<file path="config.mk">
export PLATFORM = sky130hd
export DESIGN_NAME = operand_forward_unit
export DESIGN_NICKNAME = d
export VERILOG_FILES = /design/src/rtl/operand_forward_unit.sv
export SDC_FILE = /design/constraint.sdc
export NUM_CORES = 1
export LEC_CHECK = 0
export CELL_PAD_IN_SITES_DETAIL_PLACEMENT = 0
export CELL_PAD_IN_SITES_GLOBAL_PLACEMENT = 1
export CORE_MARGIN = 4
export CORE_UTILIZATION = 21
export DETAILED_ROUTE_END_ITERATION = 10
export PLACE_DENSITY_LB_ADDON = 0.15
export REMOVE_ABC_BUFFERS = 1
export SLEW_MARGIN = 20
export SYNTH_ARGS = -nofsm -noshare
export SYNTH_HDL_FRONTEND = slang
export SYNTH_SLANG_ARGS = --single-unit
</file>
<file path="constraint.sdc">
create_clock -name vclk -period 1.9
set_input_delay 0.38 -clock vclk [all_inputs]
set_output_delay 0.38 -clock vclk [all_outputs]
set_load 0.05 [all_outputs]
</file>
<file path="src/rtl/operand_forward_unit.sv">
module operand_forward_unit #(
  parameter int IDX_W = 5
) (
  input  logic [IDX_W-1:0] ex_rs1,
  input  logic [IDX_W-1:0] ex_rs2,
  input  logic [IDX_W-1:0] mem_rd,
  input  logic             mem_wr_en,
  input  logic             mem_from_load,
  input  logic [IDX_W-1:0] wb_rd,
  input  logic             wb_wr_en,
  output logic [1:0]       fwd_rs1_sel,
  output logic [1:0]       fwd_rs2_sel,
  output logic             load_stall
);

  localparam logic [1:0] SEL_DEC = 2'b00;
  localparam logic [1:0] SEL_MEM = 2'b01;
  localparam logic [1:0] SEL_WB  = 2'b10;

  logic mem_live, wb_live;
  logic rs1_mem_hit, rs2_mem_hit, rs1_wb_hit, rs2_wb_hit;

  assign mem_live = mem_wr_en && (mem_rd != '0);
  assign wb_live  = wb_wr_en  && (wb_rd  != '0);

  assign rs1_mem_hit = mem_live && (mem_rd == ex_rs1);
  assign rs2_mem_hit = mem_live && (mem_rd == ex_rs2);
  assign rs1_wb_hit  = wb_live  && (wb_rd  == ex_rs1);
  assign rs2_wb_hit  = wb_live  && (wb_rd  == ex_rs2);

  assign fwd_rs1_sel = rs1_mem_hit ? SEL_MEM : (rs1_wb_hit ? SEL_WB : SEL_DEC);
  assign fwd_rs2_sel = rs2_mem_hit ? SEL_MEM : (rs2_wb_hit ? SEL_WB : SEL_DEC);

  assign load_stall = mem_from_load && (rs1_mem_hit || rs2_mem_hit);

  always_comb begin
    assert_sel_legal_R1: assert (fwd_rs1_sel != 2'b11 && fwd_rs2_sel != 2'b11);
    if (fwd_rs1_sel == SEL_MEM)
      assert_mem_src_valid_R2: assert (mem_wr_en && mem_rd == ex_rs1 && mem_rd != '0);
    if (fwd_rs1_sel == SEL_WB)
      assert_wb_not_shadowed_R4: assert (wb_wr_en && wb_rd == ex_rs1 &&
                                         !(mem_wr_en && mem_rd == ex_rs1 && mem_rd != '0));
    if (ex_rs1 == '0 || ex_rs2 == '0)
      assert_x0_decode_R5: assert ((ex_rs1 != '0 || fwd_rs1_sel == SEL_DEC) &&
                                   (ex_rs2 != '0 || fwd_rs2_sel == SEL_DEC));
    if (load_stall)
      assert_stall_cause_R8: assert (mem_from_load && mem_wr_en &&
                                     (fwd_rs1_sel == SEL_MEM || fwd_rs2_sel == SEL_MEM));
  end

endmodule

</file>
==> run summary, run 1 <==
For this run, the slowest stage of the critical path takes 550 ps. STA classifies the critical path endpoint as an output port. The required time of the worst setup path came out at 1520 ps. The max-capacitance violation count is 0.

For this configuration, the core starts out at a cell density of 22.9%. The minimum clock period is 2180 ps. The distinct cell type count after synthesis is 12. The combined flip-flop and latch cell area is 0 µm². In this run the horizontal extent of the chip is 46.1 µm. The core area is 1330 µm². The via count of the first global-routing pass is 475.

The worst hold path depth is 4. The final weighted congestion of routability-driven global placement came out at 0.729. The vertical die dimension is 46.1 µm. For this design, the slowest cell found on the critical path is or4_4. At the pin with the least slew margin, the transition time is 297 ps. The worst setup path is of the in2out kind. The hold violation count in the final report came out at 0. The overall die area is 2130 µm². After layout, the clock buffer instance count stands at 0.

The count of yosys warnings during synthesis is 0. The number of nets with antenna violations after detailed routing is 0. The count of pins on the block boundary came out at 28.

The most area-hungry cell type in the Yosys netlist is xor2_1. Summed over all cells, the static leakage comes to 0.000395 µW. The per-instance average area after synthesis came out at 8.03 µm².

Among the stages of the critical path, the cell type that occurs most often is buf_6. The cell area that synthesis handed to floorplanning was 305 µm². The DRC marker count from the first detailed-route iteration is 4. Across all layers, the routed design uses 446 vias.

After detailed routing, the average wire length per cell comes to 14.3 µm. The final instance area came out at 933 µm². The headroom to the max-slew limit is 80.1%. Traced cell by cell, the critical path runs through buf_6, buf_6, xor2_1, or4_4, nor4_4, buf_12. Based on the critical path, the design can be clocked at up to 458 MHz.

The setup-violating endpoint count in the final report came out at 5. The first-pass GRT wire length is 2.10 mm. The count of buffers from port buffering came out at 28. For the final routed database, the setup TNS stands at -963 ps. The number of instances in the synthesized netlist is 38. The final reports fail on negative setup slack. The minimum setup slack in the final design is -283 ps. After floorplanning, the core was divided into 13 placement rows. The final critical path takes up 115% of the cycle.

The setup slack at placement came out at -682 ps. The number of sequential cells came out at 0. The wire length reported by the detailed router is 1.39 mm.

The worst IR drop on VDD came out at 0.110 mV. Cells with a size suffix above 1 make up 75.6% of the layout. Setup repair after global routing could not meet its margin everywhere.

In the post-synthesis netlist, the cell with the most instances is xor2_1. The power per standard cell area came out at 211 nW/µm². By area the synthesized netlist is led by xor2_1, xnor2_1, or4_1. Relative to the synthesized area, the layout overhead comes to 206%.

The placed standard-cell area came out at 759 µm². The worst setup path is launched from an input pin. The number of detailed-route iterations in the first pass came out at 2.

The detailed-route vias per instance is 4.60. Buffers inserted to repair hold after CTS numbered 0. The data arrival at the endpoint of the critical path is 1800 ps. By count the netlist is led by xor2_1, xnor2_1, or4_1. The final hold slack came out at 1320 ps. The number of antenna violations at the first check in global routing is 0. After detailed routing, the number of remaining DRC violations is 0. The top cell type by area accounts for 40.2% of the synthesized area. The count of final max-slew check failures came to 0.

The largest net degree at the start of global routing came out at 4. The tightest min-delay check is of the in2out type. The final net count is 107. The overflow left after global routing came out at 0. Global routing used 13.0% of the available tracks across all layers. The placed wire-length estimate after detailed placement is 1.04 mm. The count of antenna diodes in the layout is 0. Of all nets on the critical path, the largest fanout is 2.

Sequential cells were found to cover 0% of the synthesized design area. The flow ran to the end, but the final reports show violations.
what timing repair did:
action                                  CTS  global route
buffers inserted                          1             2
endpoints found under the setup margin    5             5
gates resized for setup                 101             8
pin swaps                                19             7
gates cloned                              0             0
cell type report:
cell class / count / area (µm²)
timing repair buffer: 46 / 444
tap: 15 / 18.8
multi-input combinational: 35 / 467
inverter: 1 / 3.75
fill: 106 / 400
power by group:
part | leakage, µW | internal (µW) | switching (µW)
clock | 0 | 0 | 0
sequential | 0 | 0 | 0
combinational | 0.000395 | 107 | 89.8
per-stage QoR:
step	total power [µW]	std cells	util (%)
3_5_place_dp	150	95	56.9
5_1_grt	210	97	70.0
2_1_floorplan	48.0	36	-
6_report	197	97	70.0
3_3_place_gp	149	95	56.9
4_1_cts	183	95	65.9
metal layers:
layer / global-route usage [%] / wire length [µm] / vias to the layer above / part of all wire, %
met1: 18.3 / 562 / 208 / 40
met4: 0 / 0 / 0 / 0
li1: - / - / 222 / -
met2: 22.8 / 741 / 16 / 53
met5: 0 / 0 / - / 0
met3: 0.781 / 86 / 0 / 6.2
critical path, delay by kind of cell:
family	cells	cell delay, ps
xor gates and xnor gates	1	140
buffers and inverters	3	380
and+or+nand+nor	2	900
logic make-up after synthesis:
logic type	share of synthesized area (%)
xor gates and xnor gates	57.4
and+or+nand+nor	29.5
AOI/OAI and AO/OA	6.97
buffers and inverters	6.14
layout by cell type, fill, tap and decap left out, drive strengths merged:
master	n
buf	37
xor2	14
xnor2	6
nor4	4
or4	4
dlygate4sd2	3
clkdlybuf4s15	3
or3	2
o21ai	2
nand3	2
inv	1
a211oi	1
clkdlybuf4s50	1
dlymetal6s2s	1
clkbuf	1
final timing paths:
check | endpoint | startpoint | slack [ps]
hold / removal | fwd_rs2_sel[1] | ex_rs2[0] | 1320
setup / recovery | fwd_rs1_sel[1] | wb_rd[4] | -280
Note: power is estimated with default switching activity, not from simulation.
==> run 2, diff against run 1 <==
--- a/config.mk
+++ b/config.mk
@@ -12,6 +12,7 @@
 export DETAILED_ROUTE_END_ITERATION = 10
 export PLACE_DENSITY_LB_ADDON = 0.15
 export REMOVE_ABC_BUFFERS = 1
+export SETUP_SLACK_MARGIN = 0.02
 export SLEW_MARGIN = 20
 export SYNTH_ARGS = -nofsm -noshare
 export SYNTH_HDL_FRONTEND = slang
==> results of run 2 <==
The final DEF is identical to that of run 1; final timing and power are the same.
==> run 3, diff against run 2 <==
--- a/config.mk
+++ b/config.mk
@@ -8,7 +8,7 @@
 export CELL_PAD_IN_SITES_DETAIL_PLACEMENT = 0
 export CELL_PAD_IN_SITES_GLOBAL_PLACEMENT = 1
 export CORE_MARGIN = 4
-export CORE_UTILIZATION = 21
+export CORE_UTILIZATION = 19
 export DETAILED_ROUTE_END_ITERATION = 10
 export PLACE_DENSITY_LB_ADDON = 0.15
 export REMOVE_ABC_BUFFERS = 1
==> constraint.sdc (replaced) <==
create_clock -name vclk -period 1.8
set_input_delay 0.36 -clock vclk [all_inputs]
set_output_delay 0.36 -clock vclk [all_outputs]
set_load 0.05 [all_outputs]
==> run 3 against run 2 <==
The run still ends with negative setup slack left; via count did not move; routed wire length rose by 0.65%; setup slack worse by 34 ps; largest power group unchanged; highest routed layer unchanged.
==> run summary, run 3 (same netlist as run 1, synthesis figures left out) <==
The portion of total power attributed to the clock network is 0%. The core area is 1510 µm². The critical path in this run is classified as in2out. The final design utilization came out at 62.8%. The total of hold buffers inserted after clock tree synthesis is 0. The repair_antennas step left the layout with diodes totalling 0. The count of buffers from port buffering came out at 28.

The run finished, with violations left. The transition time at the pin with the least slew margin came out at 308 ps. The routed wirelength normalized by instance count is 14.1 µm. The number of sequential cells is 0. The number of nets with antenna violations after detailed routing came out at 0.

The net switching power came out at 94.7 µW. The vertical die dimension came out at 48.1 µm. For this run, the post-layout net count is 108.

The congestion estimate from routability-driven global placement came to 0.788. The die width is 48.1 µm. The sequential group share of total power is 0%. The combined flip-flop and latch cell area is 0 µm².

The total via count in the routed design is 446. Across the VDD grid, the largest voltage drop is 0.111 mV. The number of antenna violations at the first check in global routing came out at 0. The wire length reported by the detailed router came out at 1.40 mm.

In this run the worst path has a maximum fanout of 2. The most common library cell in the layout ignoring fill and taps is buf_6. The headroom to the max-slew limit came out at 79.4%. The hold violation count in the final report is 0.

The aggregate global-route resource usage came out at 13.2%. Setup repair after global routing could not meet its margin everywhere. The number of detailed-route iterations in the first pass is 4.

Clock buffers in the final layout number 0. The fraction of layout instances using a drive strength above 1 came out at 77.1%. The number of inserted filler cells in the final layout is 129.

The kind of start point of the critical path is an input pin. The max-capacitance violation count is 0. Entering global routing, the biggest net connects 4 pins.

The overall die area is 2310 µm². The DRC marker count from the first detailed-route iteration came out at 3. Dividing total power by cell area gives a power density of 225 nW/µm². The minimum setup slack in the final design is -316 ps.

In this run the count of I/O pins placed on the die edge is 28. The total overflow left after global routing is 0. The remaining design rule violation count came out at 0. For hold timing, the worst endpoint is fwd_rs1_sel[1]. The standby leakage power is 0.000394 µW. The required time of the worst setup path is 1440 ps. In the final timing run, aggregate negative setup slack is -1220 ps. The placed wire-length estimate after detailed placement is 1.01 mm.

The achievable clock frequency is 473 MHz. The multi-input gate area in the final layout came out at 457 µm². The detailed-route vias per instance came out at 4.51. The checks that failed: negative setup slack. The switching share of power came out at 44.5%. The worst setup path is captured at an output port. The startpoint identified for the worst hold timing path is ex_rs1[0]. Combinational cells account for 100.0% of the total power. The layout-stage area growth over the synthesis result is 210%. The minimum clock period came out at 2120 ps.

The class of the most critical hold timing path is in2out. The first-pass GRT wire length came out at 2.17 mm. Of the available clock period, the critical path in the final layout requires 118%.

The floorplan has 14 rows. The worst hold path depth is 4. Leaving out fill and tap cells, the most frequent cells in the layout are buf_6, xor2_1, buf_2, buf_4. The count of final max-slew check failures is 0.

Setup violations remaining at the end of the flow were counted as 5. Cell internal power was estimated by the tool at 118 µW. The via count of the first global-routing pass is 518. The data arrival at the endpoint of the critical path came out at 1760 ps. The initial standard-cell utilization of the core came out at 20.3%.
## run 3: cell types whose count changed in the layout (fill, tap and decap cells not counted), sizes merged
cell           change
clkbuf             +2
dlymetal6s2s       -1
clkdlybuf4s15      -1
clkdlybuf4s50      +1
## run 3: cell type report
| type | count | area share (%) |
|---|---|---|
| Timing Repair Buffer | 47 | 49.2 |
| Multi-Input combinational cell | 35 | 48.3 |
| Tap cell | 16 | 2.12 |
| Inverter | 1 | 0.397 |
## run 3: how the worst max path moves through the flow
stage	start	endpoint	slack, ps	depth (start not counted)
2_1_floorplan	mem_rd[4]	fwd_rs1_sel[1]	-1250	4
3_3_place_gp	mem_rd[1]	fwd_rs2_sel[1]	-740	6
3_5_place_dp	mem_rd[1]	fwd_rs2_sel[1]	-740	6
4_1_cts	wb_rd[4]	fwd_rs2_sel[1]	-310	6
5_1_grt	ex_rs2[3]	fwd_rs2_sel[1]	-350	5
6_report	wb_rd[4]	fwd_rs2_sel[1]	-320	6
## run 3: critical path: stages
cell and delay, ps:
buf_6 100, buf_6 110, xor2_1 130, or4_4 540, nor4_4 340, buf_12 180
## run 3: timing repair
action | in CTS | in global routing
pin swaps | 20 | 6
setup endpoints to repair | 5 | 5
buffers inserted | 4 | 0
resized for setup | 99 | 14
## run 3: power by group through the flow
stage               combinational, µW  sequential [µW]  clock (µW)
floorplan                        50.7                0           0
global placement                  156                0           0
detailed placement                156                0           0
CTS                               193                0           0
global route                      227                0           0
finish                            213                0           0
## run 3: routing by layer
| layer | track usage (%) | routed length [µm] | part of all wire [%] |
|---|---|---|---|
| met4 | 1.61 | 0 | 0 |
| met2 | 26.6 | 780 | 56 |
| met3 | 0 | 102 | 7.3 |
| met5 | 0 | 0 | 0 |
| met1 | 15.5 | 516 | 37 |
## run 3: per-stage QoR
| step | cells | total power (µW) | setup slack, ps | hold WS [ps] | area [µm²] |
|---|---|---|---|---|---|
| 4_1_cts | 99 | 193 | -315 | 1270 | 890 |
| 3_5_place_dp | 96 | 156 | -745 | 1490 | 761 |
| 3_3_place_gp | 96 | 156 | -738 | 1500 | 761 |
| 5_1_grt | 99 | 227 | -346 | 1330 | 946 |
| 6_report | 99 | 213 | -316 | 1270 | 946 |
| 2_1_floorplan | 36 | 50.7 | -1250 | 938 | 290 |
